## src/rtl/nor_seq_pkg.sv

```systemverilog
package nor_seq_pkg;

    typedef enum logic [1:0] {
        OP_READ  = 2'd0,
        OP_PROG  = 2'd1,
        OP_ERASE = 2'd2,
        OP_RSVD  = 2'd3
    } op_e;

    localparam logic [7:0] CMD_WREN  = 8'h06;
    localparam logic [7:0] CMD_WRDI  = 8'h04;
    localparam logic [7:0] CMD_RDSR  = 8'h05;
    localparam logic [7:0] CMD_READ  = 8'h03;
    localparam logic [7:0] CMD_PROG  = 8'h02;
    localparam logic [7:0] CMD_ERASE = 8'hD8;
    localparam int STAT_BUSY_BIT = 0;

    typedef enum logic [2:0] {
        S_IDLE, S_WREN, S_CMD, S_POLL, S_PWAIT, S_WRDI
    } seq_e;

    // opcode, whether a 3-byte address follows, whether the data phase transmits
    typedef struct packed {
        logic [7:0] opcode;
        logic       addr_en;
        logic       tx_data;
    } frame_t;

    function automatic frame_t mk_frame(logic [7:0] opc, logic a_en, logic tx);
        frame_t f;
        f.opcode  = opc;
        f.addr_en = a_en;
        f.tx_data = tx;
        return f;
    endfunction

endpackage

```

## src/rtl/nor_spi_byte.sv

```systemverilog
module nor_spi_byte #(
    parameter int HALF = 2
) (
    input  logic       clk,
    input  logic       rst,
    input  logic       start,
    input  logic [7:0] tx,
    input  logic       miso,
    output logic       sck,
    output logic       mosi,
    output logic [7:0] rx,
    output logic       fin
);
    localparam int CW = $clog2(HALF + 1);

    logic          active;
    logic [CW-1:0] tick;
    logic [2:0]    bitn;
    logic [7:0]    sr;

    always_ff @(posedge clk) begin
        if (rst) begin
            active <= 1'b0;
            tick   <= '0;
            bitn   <= '0;
            sr     <= '0;
            rx     <= '0;
            sck    <= 1'b0;
            mosi   <= 1'b0;
            fin    <= 1'b0;
        end else begin
            fin <= 1'b0;
            if (!active) begin
                if (start) begin
                    active <= 1'b1;
                    sr     <= tx;
                    mosi   <= tx[7];
                    tick   <= '0;
                    bitn   <= '0;
                end
            end else if (tick == CW'(HALF - 1)) begin
                tick <= '0;
                if (!sck) begin
                    sck <= 1'b1;
                    rx  <= {rx[6:0], miso};
                end else begin
                    sck <= 1'b0;
                    if (bitn == 3'd7) begin
                        active <= 1'b0;
                        fin    <= 1'b1;
                    end else begin
                        bitn <= bitn + 3'd1;
                        sr   <= {sr[6:0], 1'b0};
                        mosi <= sr[6];
                    end
                end
            end else begin
                tick <= tick + CW'(1);
            end
        end
    end
endmodule

```

## src/rtl/nor_frame.sv

```systemverilog
module nor_frame import nor_seq_pkg::*; #(
    parameter int LW   = 25,
    parameter int HALF = 2,
    parameter int GAP  = 2
) (
    input  logic          clk,
    input  logic          rst,
    input  logic          start,
    input  frame_t        desc,
    input  logic [23:0]   addr,
    input  logic [LW-1:0] cnt,
    input  logic [7:0]    wr_data,
    input  logic          wr_valid,
    output logic          wr_ready,
    output logic [7:0]    rx_byte,
    output logic          rx_stb,
    output logic          fin,
    output logic          cs_n,
    output logic          sck,
    output logic          mosi,
    input  logic          miso
);
    localparam int GW = $clog2(GAP + 1);

    typedef enum logic [1:0] {F_IDLE, F_LOAD, F_SHIFT, F_GAP} fst_e;

    fst_e          st;
    frame_t        d;
    logic [23:0]   a;
    logic [LW-1:0] left;
    logic [2:0]    hidx;
    logic [GW-1:0] gcnt;
    logic [2:0]    hn;
    logic          in_hdr, last_byte, b_start, b_fin;
    logic [7:0]    b_tx, b_rx;

    always_comb begin
        hn        = d.addr_en ? 3'd4 : 3'd1;
        in_hdr    = hidx < hn;
        last_byte = in_hdr ? ((hidx == hn - 3'd1) && (left == '0)) : (left == LW'(1));
        unique case (hidx)
            3'd0:    b_tx = d.opcode;
            3'd1:    b_tx = a[23:16];
            3'd2:    b_tx = a[15:8];
            3'd3:    b_tx = a[7:0];
            default: b_tx = d.tx_data ? wr_data : 8'h00;
        endcase
        wr_ready = (st == F_LOAD) && !in_hdr && d.tx_data;
        b_start  = (st == F_LOAD) && (in_hdr || !d.tx_data || wr_valid);
    end

    nor_spi_byte #(.HALF(HALF)) u_byte (
        .clk(clk), .rst(rst), .start(b_start), .tx(b_tx), .miso(miso),
        .sck(sck), .mosi(mosi), .rx(b_rx), .fin(b_fin)
    );

    always_ff @(posedge clk) begin
        if (rst) begin
            st      <= F_IDLE;
            d       <= '0;
            a       <= '0;
            left    <= '0;
            hidx    <= '0;
            gcnt    <= '0;
            cs_n    <= 1'b1;
            fin     <= 1'b0;
            rx_stb  <= 1'b0;
            rx_byte <= '0;
        end else begin
            fin    <= 1'b0;
            rx_stb <= 1'b0;
            unique case (st)
                F_IDLE: if (start) begin
                    d    <= desc;
                    a    <= addr;
                    left <= cnt;
                    hidx <= '0;
                    cs_n <= 1'b0;
                    st   <= F_LOAD;
                end
                F_LOAD: if (b_start) st <= F_SHIFT;
                F_SHIFT: if (b_fin) begin
                    if (in_hdr) begin
                        hidx <= hidx + 3'd1;
                    end else begin
                        left <= left - LW'(1);
                        if (!d.tx_data) begin
                            rx_stb  <= 1'b1;
                            rx_byte <= b_rx;
                        end
                    end
                    if (last_byte) begin
                        cs_n <= 1'b1;
                        gcnt <= '0;
                        st   <= F_GAP;
                    end else begin
                        st <= F_LOAD;
                    end
                end
                F_GAP: if (gcnt == GW'(GAP - 1)) begin
                    fin <= 1'b1;
                    st  <= F_IDLE;
                end else begin
                    gcnt <= gcnt + GW'(1);
                end
                default: st <= F_IDLE;
            endcase
        end
    end
endmodule

```

## src/rtl/nor_req_check.sv

```systemverilog
module nor_req_check import nor_seq_pkg::*; #(
    parameter int ADDR_W     = 24,
    parameter int DEV_BYTES  = 256,
    parameter int SECT_BYTES = 64,
    parameter int PAGE_BYTES = 16
) (
    input  op_e               op,
    input  logic [ADDR_W-1:0] addr,
    input  logic [ADDR_W:0]   len,
    output logic              bad
);
    localparam int LW = ADDR_W + 1;

    logic [LW:0]   end_sum;
    logic [LW-1:0] both;
    logic          oob, sect_mis, page_mis;

    always_comb begin
        end_sum  = (LW+1)'(addr) + (LW+1)'(len);
        oob      = end_sum > (LW+1)'(DEV_BYTES);
        both     = LW'(addr) | len;
        sect_mis = (both & LW'(SECT_BYTES - 1)) != '0;
        page_mis = (both & LW'(PAGE_BYTES - 1)) != '0;
        case (op)
            OP_READ:  bad = oob;
            OP_PROG:  bad = oob || page_mis;
            OP_ERASE: bad = oob || sect_mis;
            default:  bad = 1'b1;
        endcase
    end
endmodule

```

## src/rtl/nor_op_seq.sv

```systemverilog
module nor_op_seq import nor_seq_pkg::*; #(
    parameter int ADDR_W     = 24,
    parameter int DEV_BYTES  = 256,
    parameter int SECT_BYTES = 64,
    parameter int PAGE_BYTES = 16,
    parameter int RD_CHUNK   = 8,
    parameter int SCK_HALF   = 2,
    parameter int CS_GAP     = 2,
    parameter int POLL_GAP   = 8,
    parameter int MAX_POLLS  = 4
) (
    input  logic              clk,
    input  logic              rst,
    input  logic              req_valid,
    output logic              req_ready,
    input  logic [1:0]        req_op,
    input  logic [ADDR_W-1:0] req_addr,
    input  logic [ADDR_W:0]   req_len,
    input  logic [7:0]        wr_data,
    input  logic              wr_valid,
    output logic              wr_ready,
    output logic [7:0]        rd_data,
    output logic              rd_valid,
    output logic              done,
    output logic              err,
    output logic              spi_sck,
    output logic              spi_cs_n,
    output logic              spi_mosi,
    input  logic              spi_miso
);
    localparam int LW  = ADDR_W + 1;
    localparam int PCW = $clog2(MAX_POLLS + 1);
    localparam int WCW = $clog2(POLL_GAP + 2);
    localparam logic [LW-1:0] SECT_L = LW'(SECT_BYTES);
    localparam logic [LW-1:0] PAGE_L = LW'(PAGE_BYTES);

    seq_e              st;
    op_e               op;
    logic [ADDR_W-1:0] cur;
    logic [LW-1:0]     left, chunk, rd_chunk, fcnt;
    logic [PCW-1:0]    polls;
    logic [WCW-1:0]    wcnt;
    logic              stat_busy, fr_start, fr_fin, fr_rx_stb, req_bad, last_chunk;
    logic [7:0]        fr_rx_byte;
    frame_t            fdesc;

    nor_req_check #(
        .ADDR_W(ADDR_W), .DEV_BYTES(DEV_BYTES),
        .SECT_BYTES(SECT_BYTES), .PAGE_BYTES(PAGE_BYTES)
    ) u_chk_req (
        .op(op_e'(req_op)), .addr(req_addr), .len(req_len), .bad(req_bad)
    );

    generate
        if (RD_CHUNK == 0) begin : g_rd_whole
            assign rd_chunk = left;
        end else begin : g_rd_split
            assign rd_chunk = (left < LW'(RD_CHUNK)) ? left : LW'(RD_CHUNK);
        end
    endgenerate

    always_comb begin
        case (op)
            OP_PROG:  chunk = PAGE_L;
            OP_ERASE: chunk = SECT_L;
            default:  chunk = rd_chunk;
        endcase
        last_chunk = (left == chunk);
        fdesc = mk_frame(CMD_WREN, 1'b0, 1'b0);
        fcnt  = '0;
        case (st)
            S_CMD: begin
                case (op)
                    OP_PROG:  begin fdesc = mk_frame(CMD_PROG, 1'b1, 1'b1); fcnt = chunk; end
                    OP_ERASE: fdesc = mk_frame(CMD_ERASE, 1'b1, 1'b0);
                    default:  begin fdesc = mk_frame(CMD_READ, 1'b1, 1'b0); fcnt = chunk; end
                endcase
            end
            S_POLL: begin fdesc = mk_frame(CMD_RDSR, 1'b0, 1'b0); fcnt = LW'(1); end
            S_WRDI: fdesc = mk_frame(CMD_WRDI, 1'b0, 1'b0);
            default: ;
        endcase
    end

    nor_frame #(.LW(LW), .HALF(SCK_HALF), .GAP(CS_GAP)) u_frame (
        .clk(clk), .rst(rst), .start(fr_start), .desc(fdesc),
        .addr(24'(cur)), .cnt(fcnt),
        .wr_data(wr_data), .wr_valid(wr_valid), .wr_ready(wr_ready),
        .rx_byte(fr_rx_byte), .rx_stb(fr_rx_stb), .fin(fr_fin),
        .cs_n(spi_cs_n), .sck(spi_sck), .mosi(spi_mosi), .miso(spi_miso)
    );

    assign req_ready = (st == S_IDLE);
    assign rd_valid  = fr_rx_stb && (st == S_CMD);
    assign rd_data   = fr_rx_byte;

    always_ff @(posedge clk) begin
        if (rst) begin
            st        <= S_IDLE;
            op        <= OP_READ;
            cur       <= '0;
            left      <= '0;
            polls     <= '0;
            wcnt      <= '0;
            stat_busy <= 1'b0;
            fr_start  <= 1'b0;
            done      <= 1'b0;
            err       <= 1'b0;
        end else begin
            done     <= 1'b0;
            err      <= 1'b0;
            fr_start <= 1'b0;
            if (fr_rx_stb && st == S_POLL) stat_busy <= fr_rx_byte[STAT_BUSY_BIT];
            unique case (st)
                S_IDLE: if (req_valid) begin
                    op    <= op_e'(req_op);
                    cur   <= req_addr;
                    left  <= req_len;
                    polls <= '0;
                    if (req_bad) begin
                        done <= 1'b1;
                        err  <= 1'b1;
                    end else if (req_len == '0) begin
                        done <= 1'b1;
                    end else begin
                        st       <= (op_e'(req_op) == OP_READ) ? S_CMD : S_WREN;
                        fr_start <= 1'b1;
                    end
                end
                S_WREN: if (fr_fin) begin
                    st       <= S_CMD;
                    fr_start <= 1'b1;
                end
                S_CMD: if (fr_fin) begin
                    if (op == OP_READ) begin
                        cur  <= cur + ADDR_W'(chunk);
                        left <= left - chunk;
                        if (last_chunk) begin
                            st   <= S_IDLE;
                            done <= 1'b1;
                        end else begin
                            fr_start <= 1'b1;
                        end
                    end else begin
                        st       <= S_POLL;
                        polls    <= '0;
                        fr_start <= 1'b1;
                    end
                end
                S_POLL: if (fr_fin) begin
                    if (!stat_busy) begin
                        cur  <= cur + ADDR_W'(chunk);
                        left <= left - chunk;
                        if (last_chunk) begin
                            st   <= S_IDLE;
                            done <= 1'b1;
                        end else begin
                            st       <= S_WREN;
                            fr_start <= 1'b1;
                        end
                    end else if (int'(polls) >= MAX_POLLS - 1) begin
                        st       <= S_WRDI;
                        fr_start <= 1'b1;
                    end else begin
                        polls <= polls + PCW'(1);
                        if (op == OP_ERASE && POLL_GAP > 0) begin
                            st   <= S_PWAIT;
                            wcnt <= '0;
                        end else begin
                            fr_start <= 1'b1;
                        end
                    end
                end
                S_PWAIT: if (int'(wcnt) >= POLL_GAP - 1) begin
                    st       <= S_POLL;
                    fr_start <= 1'b1;
                end else begin
                    wcnt <= wcnt + WCW'(1);
                end
                S_WRDI: if (fr_fin) begin
                    st   <= S_IDLE;
                    done <= 1'b1;
                    err  <= 1'b1;
                end
                default: st <= S_IDLE;
            endcase
        end
    end
endmodule

```

## config.mk

```make
export PLATFORM = sky130hd
export DESIGN_NAME = nor_op_seq
export DESIGN_NICKNAME = d
export VERILOG_FILES = /design/src/rtl/nor_seq_pkg.sv /design/src/rtl/nor_spi_byte.sv /design/src/rtl/nor_frame.sv /design/src/rtl/nor_req_check.sv /design/src/rtl/nor_op_seq.sv
export SDC_FILE = /design/constraint.sdc
export NUM_CORES = 1
export LEC_CHECK = 0
export CAP_MARGIN = 20
export CORE_MARGIN = 5
export CORE_UTILIZATION = 30
export CTS_BUF_LIST = sky130_fd_sc_hd__clkbuf_4 sky130_fd_sc_hd__clkbuf_8 sky130_fd_sc_hd__clkbuf_16
export DETAILED_ROUTE_END_ITERATION = 16
export GPL_TIMING_DRIVEN = 0
export PLACE_DENSITY = 0.47
export SLEW_MARGIN = 20
export SYNTH_ARGS = -nofsm -noshare
export SYNTH_HDL_FRONTEND = slang
export SYNTH_SLANG_ARGS = --single-unit
```

## constraint.sdc

```tcl
create_clock -name clk -period 5.1 [get_ports clk]
set_clock_uncertainty 0.05 [all_clocks]
set_input_delay 0.765 -clock clk [delete_from_list [all_inputs] [get_ports clk]]
set_output_delay 0.765 -clock clk [all_outputs]
set_load 0.02 [all_outputs]
```

==> implementation parameters, run 1 <==
Parameter                              Value

Detailed routing
  Remaining routing DRC violations    0
  Iter 0 DRT Violations    760
  Via count of the routed design    around 12000
  Number of vias per cell    5.392
  Count of nets left with antenna violations after detail routing    0
  Drt first pass iters    6
  Post-detailed-routing wire length    42720 um
  DR WL/cell    approximately 19 um

Worst hold path
  Class of the tightest hold or removal check    flop to flop

Synth
  Most instantiated cells after synthesis    sky130_fd_sc_hd__nand2_1, sky130_fd_sc_hd__a21oi_1, sky130_fd_sc_hd__nor2_1
  Mean instance size in the synthesized netlist    roughly 7.4 um2
  Flip-flop and latch count after synthesis    approximately 160
  EDFF count, synth    0
  Post-synthesis cell type with the largest combined area    sky130_fd_sc_hd__dfxtp_1
  Post-synth top flop    sky130_fd_sc_hd__dfxtp_1
  Async SR Flop Fraction    0
  Sequential fraction of the synthesis area    0.2798
  Top cells by area in the synthesized netlist    sky130_fd_sc_hd__dfxtp_1, sky130_fd_sc_hd__ha_1, sky130_fd_sc_hd__a21oi_1
  Fraction of post-synthesis cell area in the top cell type by area    0.2798
  Count of cell types in the netlist    74
  Most common cell in the netlist    sky130_fd_sc_hd__nand2_1
  Mapped Cells    ~1600
  Yosys warnings    0
  Netlist Area Pre-Place    ~12000 um2

Floorplanning
  Width of the die    206.6 um
  IO Pins    80
  Initial Util    0.3013
  # rows    about 70
  Die height    206.6 um
  Floorplan die area    42670 um2
  Core area    ~38000 um2

Power and ir drop
  Clk pwr share    0.348
  Static Leak    roughly 0.0054 uW
  Psw    between 1000 and 1500 uW
  IR drop worst, VDD    0.1788 mV
  Net switching fraction of the power    0.3542
  Internal Pwr Total    between 2000 and 2500 uW
  Fraction of power consumed by combinational cells    0.287
  Seq pwr share    0.365
  Pwr per Cell Area    273.9 nW/um2

CTS
  Clock latency on the worst-skew pair    roughly 0.44 ns
  # H-tree levels    4
  Clk slew on worst S/H paths    roughly 0.07 ns
  Clock root buffer    sky130_fd_sc_hd__clkbuf_16
  CTS tree    yes
  Clock tree buffer depth    2
  CTS Buf Count    17
  Quantity of hold-fixing buffers added after cts    0
  Total number of clock tree sinks    around 160

GRT
  Total overflow reported by the global router    0
  Number of antenna violations at the first check in global routing    0
  First-pass GRT wire length    65520 um
  Via count of the first global-routing pass    about 12000
  Global-route usage over all layers    0.1981
  Largest net degree at the start of global routing    17

Finish
  Finished layout cell area    between 10000 and 15000 um2
  Share of layout cells above drive strength 1    0.03339
  Syn-to-layout area delta    18.92%
  # diodes    0
  Final nets    roughly 1900
  Fill cell total of the finished layout    a little over 4000
  Number of standard cells in the final layout excluding fillers    roughly 2200

STA
  Post-route worst setup slack    between 0.3 and 0.4 ns
  Final-layout worst hold slack    around 0.41 ns
  Finish-stage setup viols    0
  RSZ-0062 raised after global routing    false
  Highest Clock Rate    roughly 210 MHz
  Number of hold-slack violations in the final timing report    0
  Relative slew margins    0.2862
  Final total negative setup slack    0 ns
  Final critical-path share of the clock period    0.9355
  Final Slew Violations    0
  Worst Tran Pin Value    about 1.1 ns
  Clock period minus worst slack    4.771 ns

Critical path
  Crit-path leading delay family    simple AND/OR/NAND/NOR gates
  Cell-by-cell trace of the critical path    nor4_2 > nand4_1 > nor4_4 > nor2b_1 > and2_1 > ha_1 > inv_1 > fa_1 > nor2b_1 > o31ai_1 > a211oi_2 > nor3_1 > o31ai_2 > a31oi_1 > o31ai_1 > xor2_1 > nand2_1 > a31oi_1
  Worst path bufs/invs    1
  Setup CP Type    flop to flop
  Crit-path max FO    4
  Data arrival time of the critical path    just over 5 ns
  Cell with the biggest individual delay on the critical path    sky130_fd_sc_hd__nor4_2
  Kind of end point of the critical path    flop
  Maximum cell stage delay along the critical path    around 0.44 ns
  Kind of start point of the critical path    flop
  Worst Path Required    5.41 ns

Place
  Post-Place Setup Slack    -0.3200 ns
  Instance count after placement with tap cells included    around 2200
  Number of port buffers    roughly 80
  Global placement routability congestion    roughly 0.92
  Area of placed instances    13150 um2
  Final HPWL from detailed placement    33220 um

Run
  Max-Cap Viols    0

Outcome
  Run status    completed
-- placed cells by master (no fill, tap or decap), types with 5 or more instances in the layout --
cell type                         Yosys  routed
sky130_fd_sc_hd__mux2i_1             23      23
sky130_fd_sc_hd__ha_1               100     100
sky130_fd_sc_hd__and3_1               7       7
sky130_fd_sc_hd__a31oi_1             20      20
sky130_fd_sc_hd__inv_1               51      51
sky130_fd_sc_hd__nor2b_1             19      19
sky130_fd_sc_hd__a211oi_1            31      30
sky130_fd_sc_hd__xnor2_1             25      25
sky130_fd_sc_hd__clkdlybuf4s50_1      0      78
sky130_fd_sc_hd__inv_6                0       5
sky130_fd_sc_hd__a221oi_1             8       7
sky130_fd_sc_hd__and2_1               9       9
sky130_fd_sc_hd__nand4_1             19      19
sky130_fd_sc_hd__clkbuf_16            0      17
sky130_fd_sc_hd__nor2_1             172     172
sky130_fd_sc_hd__o211ai_1            10      10
sky130_fd_sc_hd__a21o_1              28      28
sky130_fd_sc_hd__conb_1               2      35
sky130_fd_sc_hd__xor2_1              18      18
sky130_fd_sc_hd__o21ai_0             96      95
sky130_fd_sc_hd__dfxtp_1            162     162
sky130_fd_sc_hd__a21oi_1            183     183
sky130_fd_sc_hd__buf_1                6       6
sky130_fd_sc_hd__nand2_1            190     190
sky130_fd_sc_hd__clkbuf_1            80      80
sky130_fd_sc_hd__a211o_1              5       5
sky130_fd_sc_hd__a22oi_1             26      25
sky130_fd_sc_hd__nand3_1             35      35
sky130_fd_sc_hd__nor4_1              20      18
sky130_fd_sc_hd__o31ai_1              6       5
sky130_fd_sc_hd__o21a_1              10      10
sky130_fd_sc_hd__o21ai_1              5       6
sky130_fd_sc_hd__a311oi_1            13      13
sky130_fd_sc_hd__nor3b_1             10      10
sky130_fd_sc_hd__nand2b_1            21      21
sky130_fd_sc_hd__or2_2                7       7
sky130_fd_sc_hd__o21bai_1             5       5
sky130_fd_sc_hd__a2111oi_0            7       6
sky130_fd_sc_hd__or3_1               17      17
sky130_fd_sc_hd__nor3_1              57      57
-- cells by family after synthesis --
kind of cell | after synthesis | synth area share
multiplexers | 26 | 0.02278
buffers and inverters | 137 | 0.04437
adder cells (fa/ha/maj) | 103 | 0.1131
AND/OR/NAND/NOR | 598 | 0.2402
other | 2 | 0.0006479
XOR/XNOR | 43 | 0.03249
flip-flops | 162 | 0.2798
AO/OA/AOI/OAI | 493 | 0.2666
-- final timing paths --
check	from	end	slack [ns]	cells past startpoint
hold reg to reg	u_frame.a[0]$_SDFFE_PP0P_	u_frame.a[0]$_SDFFE_PP0P_	0.41	2
hold / removal	u_frame.a[0]$_SDFFE_PP0P_	u_frame.a[0]$_SDFFE_PP0P_	0.41	2
setup reg to reg	left[4]$_SDFFE_PP0P_	cur[22]$_SDFFE_PP0P_	0.33	18
setup / recovery	left[4]$_SDFFE_PP0P_	cur[22]$_SDFFE_PP0P_	0.33	18
-- worst register-to-register path, cell delays in order, from the launching register on --
cell	delay (ns)
sky130_fd_sc_hd__dfxtp_1	0.34
sky130_fd_sc_hd__nor4_2	0.44
sky130_fd_sc_hd__nand4_1	0.25
sky130_fd_sc_hd__nor4_4	0.32
sky130_fd_sc_hd__nor2b_1	0.27
sky130_fd_sc_hd__and2_1	0.25
sky130_fd_sc_hd__ha_1	0.20
sky130_fd_sc_hd__inv_1	0.05
sky130_fd_sc_hd__fa_1	0.41
sky130_fd_sc_hd__nor2b_1	0.17
sky130_fd_sc_hd__o31ai_1	0.15
sky130_fd_sc_hd__a211oi_2	0.31
sky130_fd_sc_hd__nor3_1	0.14
sky130_fd_sc_hd__o31ai_2	0.41
sky130_fd_sc_hd__a31oi_1	0.18
sky130_fd_sc_hd__o31ai_1	0.32
sky130_fd_sc_hd__xor2_1	0.18
sky130_fd_sc_hd__nand2_1	0.06
sky130_fd_sc_hd__a31oi_1	0.19
-- sequential cells by signal, summed over array words and instances, names as in the netlist, 2 cells and up --
register and flops:
op 2, u_frame.st 2, wcnt 4, st 3, u_frame.a 24, u_frame.u_byte.sr 7
polls 3, u_frame.rx_byte 8, u_frame.u_byte.bitn 3, u_frame.u_byte.rx 8, left 25, u_frame.gcnt 2
u_frame.u_byte.tick 2, u_frame.hidx 3, u_frame.d 6, u_frame.left 25, cur 24
-- per-stage QoR --
| step | total power, uW | utilization |
|---|---|---|
| 5_1_grt | 3967 | 0.3583 |
| 4_1_cts | 3786 | 0.3572 |
| 3_5_place_dp | 2462 | 0.3419 |
| 3_3_place_gp | 2459 | 0.3417 |
| 6_report | 3775 | 0.3583 |
| 2_1_floorplan | 2119 | - |
-- per-layer routing --
layer	vias to the layer above	wire, um	global-route usage
met4	0	1394	0.06915
met5	-	0	0
met1	5730	20110	0.2670
met2	286	19720	0.3263
li1	5920	-	-
met3	62	1492	0.02687
-- layout make-up --
| cell class | count | area (um2) | area share |
|---|---|---|---|
| Multi-Input combinational cell | 1298 | 8019 | 0.5817 |
| Sequential cell | 162 | 3243 | 0.2353 |
| Timing Repair Buffer | 78 | 780.7 | 0.05664 |
| Tap cell | 518 | 648.1 | 0.04702 |
| Clock buffer | 19 | 440.4 | 0.03195 |
| Buffer | 86 | 322.8 | 0.02342 |
| Inverter | 51 | 191.4 | 0.01389 |
| Clock inverter | 13 | 138.9 | 0.01008 |
-- power by group through the flow --
stage          registers (uW)  logic (uW)  clock network, uW
5_1_grt                  1390        1200               1380
3_3_place_gp             1410        1050                  0
4_1_cts                  1380        1070               1340
3_5_place_dp             1410        1060                  0
6_report                 1380        1080               1310
2_1_floorplan            1390         732                  0
-- repair_timing --
| item | CTS | global route |
|---|---|---|
| hold endpoints to repair | 0 | 0 |
| gates resized for setup | 2 | 7 |
| pin swaps | 0 | 1 |
| endpoints found under the setup margin | 5 | 9 |
| setup buffers | 0 | 0 |
Note: power is estimated with default switching activity, not from simulation.
==> inputs of run 2 (changes only) <==
--- a/config.mk
+++ b/config.mk
@@ -9,6 +9,7 @@
 export CORE_MARGIN = 5
 export CORE_UTILIZATION = 30
 export CTS_BUF_LIST = sky130_fd_sc_hd__clkbuf_4 sky130_fd_sc_hd__clkbuf_8 sky130_fd_sc_hd__clkbuf_16
+export CTS_CLUSTER_SIZE = 25
 export DETAILED_ROUTE_END_ITERATION = 16
 export GPL_TIMING_DRIVEN = 0
 export PLACE_DENSITY = 0.47
==> constraint.sdc (replaced) <==
create_clock -name clk -period 6 [get_ports clk]
set_clock_uncertainty 0.05 [all_clocks]
set_input_delay 0.9 -clock clk [delete_from_list [all_inputs] [get_ports clk]]
set_output_delay 0.9 -clock clk [all_outputs]
set_load 0.05 [all_outputs]
==> run 2 against run 1 <==
Compared with the run above:
- worst hold slack got worse by 0.00054 ns
- via count down 0.41%
- global-route usage is the same
- flip-flop and latch count is the same
- register-to-register slack improved by 0.17 ns
- sequential share of layout area up 0.094 points
- first-iteration DRC count down 4.7%
- critical path depth stayed put
==> implementation parameters, run 2 (synthesized netlist as in run 1, its figures left out) <==
Parameter                              Value

Finish
  Area occupied by multi-input gates    roughly 8000 um2
  Finished layout cell area    roughly 14000 um2
  Syn-to-layout area delta    18.45%
  Share of layout cells above drive strength 1    0.02988
  Most frequent cells in the layout    sky130_fd_sc_hd__nand2_1, sky130_fd_sc_hd__a21oi_1, sky130_fd_sc_hd__nor2_1
  Final nets    1861
  Fill cell total of the finished layout    around 4000
  Combined flip-flop and latch cell area    between 3000 and 4000 um2
  Post-Route Utilization    0.3569
  # diodes    0
  Most common cell after layout, fill and taps aside    sky130_fd_sc_hd__nand2_1
  Largest registers    left (25), u_frame.left (25)

Detailed routing
  Via count of the routed design    11950
  Count of nets left with antenna violations after detail routing    0
  Remaining routing DRC violations    0
  Iter 0 DRT Violations    724
  Number of vias per cell    roughly 5.4
  Post-detailed-routing wire length    around 43000 um
  DR WL/cell    between 15 and 20 um
  Drt first pass iters    7

STA
  Final critical-path share of the clock period    0.9161
  Final total negative setup slack    0 ns
  Finish-stage setup viols    0
  Worst Tran Pin Value    1.100 ns
  Number of hold-slack violations in the final timing report    0
  Final Slew Violations    0
  RSZ-0062 raised after global routing    false
  Highest Clock Rate    between 150 and 200 MHz
  Relative slew margins    0.2668
  Post-route worst setup slack    roughly 0.50 ns
  Clock period minus worst slack    approximately 5.5 ns

CTS
  Quantity of hold-fixing buffers added after cts    0
  Number of instances resized during post-cts repair    0
  # H-tree levels    4
  Clock tree buffer depth    2
  Clock root buffer    sky130_fd_sc_hd__clkbuf_16
  Total number of clock tree sinks    roughly 160
  CTS tree    yes
  Setup Buffers After CTS    0
  CTS Buf Count    17
  Clock latency on the worst-skew pair    between 0.4 and 0.5 ns
  Clk slew on worst S/H paths    about 0.070 ns

Place
  Area of placed instances    13150 um2
  Number of port buffers    78
  Post-Place Setup Slack    around 0.54 ns
  Global placement routability congestion    around 0.92
  Final HPWL from detailed placement    approximately 33000 um

GRT
  Total overflow reported by the global router    0
  Routing usage on met2    0.3263
  Grt peak-use layer    met2
  Met1 Usage GRT    0.2670
  Via count of the first global-routing pass    ~12000
  Number of antenna violations at the first check in global routing    0
  First-pass GRT wire length    roughly 66000 um
  Met3 track demand over resource    0.02687
  Global-route usage over all layers    0.1981
  Largest net degree at the start of global routing    17

Worst hold path
  Class of the tightest hold or removal check    flop to flop

Floorplanning
  Width of the die    206.6 um
  # rows    72
  IO Pins    80
  Core area    slightly below 40000 um2
  Floorplan die area    roughly 43000 um2
  Initial Util    0.3013
  Die height    206.6 um

Power and ir drop
  Pwr per Cell Area    between 200 and 250 nW/um2
  Total power after layout    3207 uW
  Static Leak    about 0.0054 uW
  IR drop worst, VDD    about 0.15 mV

Critical path
  Cell with the biggest individual delay on the critical path    sky130_fd_sc_hd__o31ai_1
  Most used cell along the critical path    sky130_fd_sc_hd__o31ai_1
  Kind of start point of the critical path    flop
  Cell-by-cell trace of the critical path    nor4_1 > nand4_1 > nor4_1 > nor2b_1 > and2_1 > ha_1 > inv_1 > fa_1 > nor2b_1 > o31ai_1 > a211oi_1 > nor3_1 > o31ai_1 > a31oi_1 > o31ai_1 > xor2_1 > nand2_1 > a31oi_1
  Setup CP Type    flop to flop
  Worst Path Required    about 6.3 ns
  Maximum cell stage delay along the critical path    between 0.6 and 0.7 ns
  Kind of end point of the critical path    flop
  Data arrival time of the critical path    5.81 ns
  Crit-path max FO    4

Outcome
  Run status    completed

Run
  Max-Cap Viols    0
## run 2: area by class of cell
class | instances | area share
multi-input cells | 1298 | 0.5801
flip-flops and latches | 162 | 0.2362
repair buffers | 78 | 0.05687
well taps | 518 | 0.04721
clock buffers | 19 | 0.03208
plain buffers | 86 | 0.02351
inverters | 51 | 0.01394
clock inverters | 13 | 0.01012
## run 2: metrics by stage
step / std cells / hold slack (ns)
5_1_grt: 2225 / 0.4293
2_1_floorplan: 1597 / 0.3816
3_3_place_gp: 2193 / 0.3937
4_1_cts: 2225 / 0.4104
3_5_place_dp: 2193 / 0.3998
6_report: 2225 / 0.4093
## run 2: metal layers
metal | wire (um) | part of all wire
met2 | 19720 | 0.46
met4 | 1331 | 0.031
met1 | 20110 | 0.47
met3 | 1607 | 0.038
met5 | 0 | 0
## run 2: final timing paths
| check | cells past startpoint | slack, ns | from | end |
|---|---|---|---|---|
| setup / recovery | 18 | 0.50 | left[4]$_SDFFE_PP0P_ | cur[22]$_SDFFE_PP0P_ |
| hold / removal | 2 | 0.41 | u_frame.a[0]$_SDFFE_PP0P_ | u_frame.a[0]$_SDFFE_PP0P_ |
| setup reg to reg | 18 | 0.50 | left[4]$_SDFFE_PP0P_ | cur[22]$_SDFFE_PP0P_ |
| hold reg to reg | 2 | 0.41 | u_frame.a[0]$_SDFFE_PP0P_ | u_frame.a[0]$_SDFFE_PP0P_ |
## run 2: worst max-delay path: cells and delay by family, from the launching register on
family,cells,cell delay (ns)
AOI/OAI and AO/OA,6,1.90
xor gates and xnor gates,1,0.18
adders and majority gates,2,0.61
buffers and inverters,1,0.05
DFF,1,0.34
and+or+nand+nor,8,2.26
## run 2: report_power, final
part | switching [uW] | internal (uW)
clock network | 520 | 596
registers | 46.3 | 1120
logic | 572 | 348
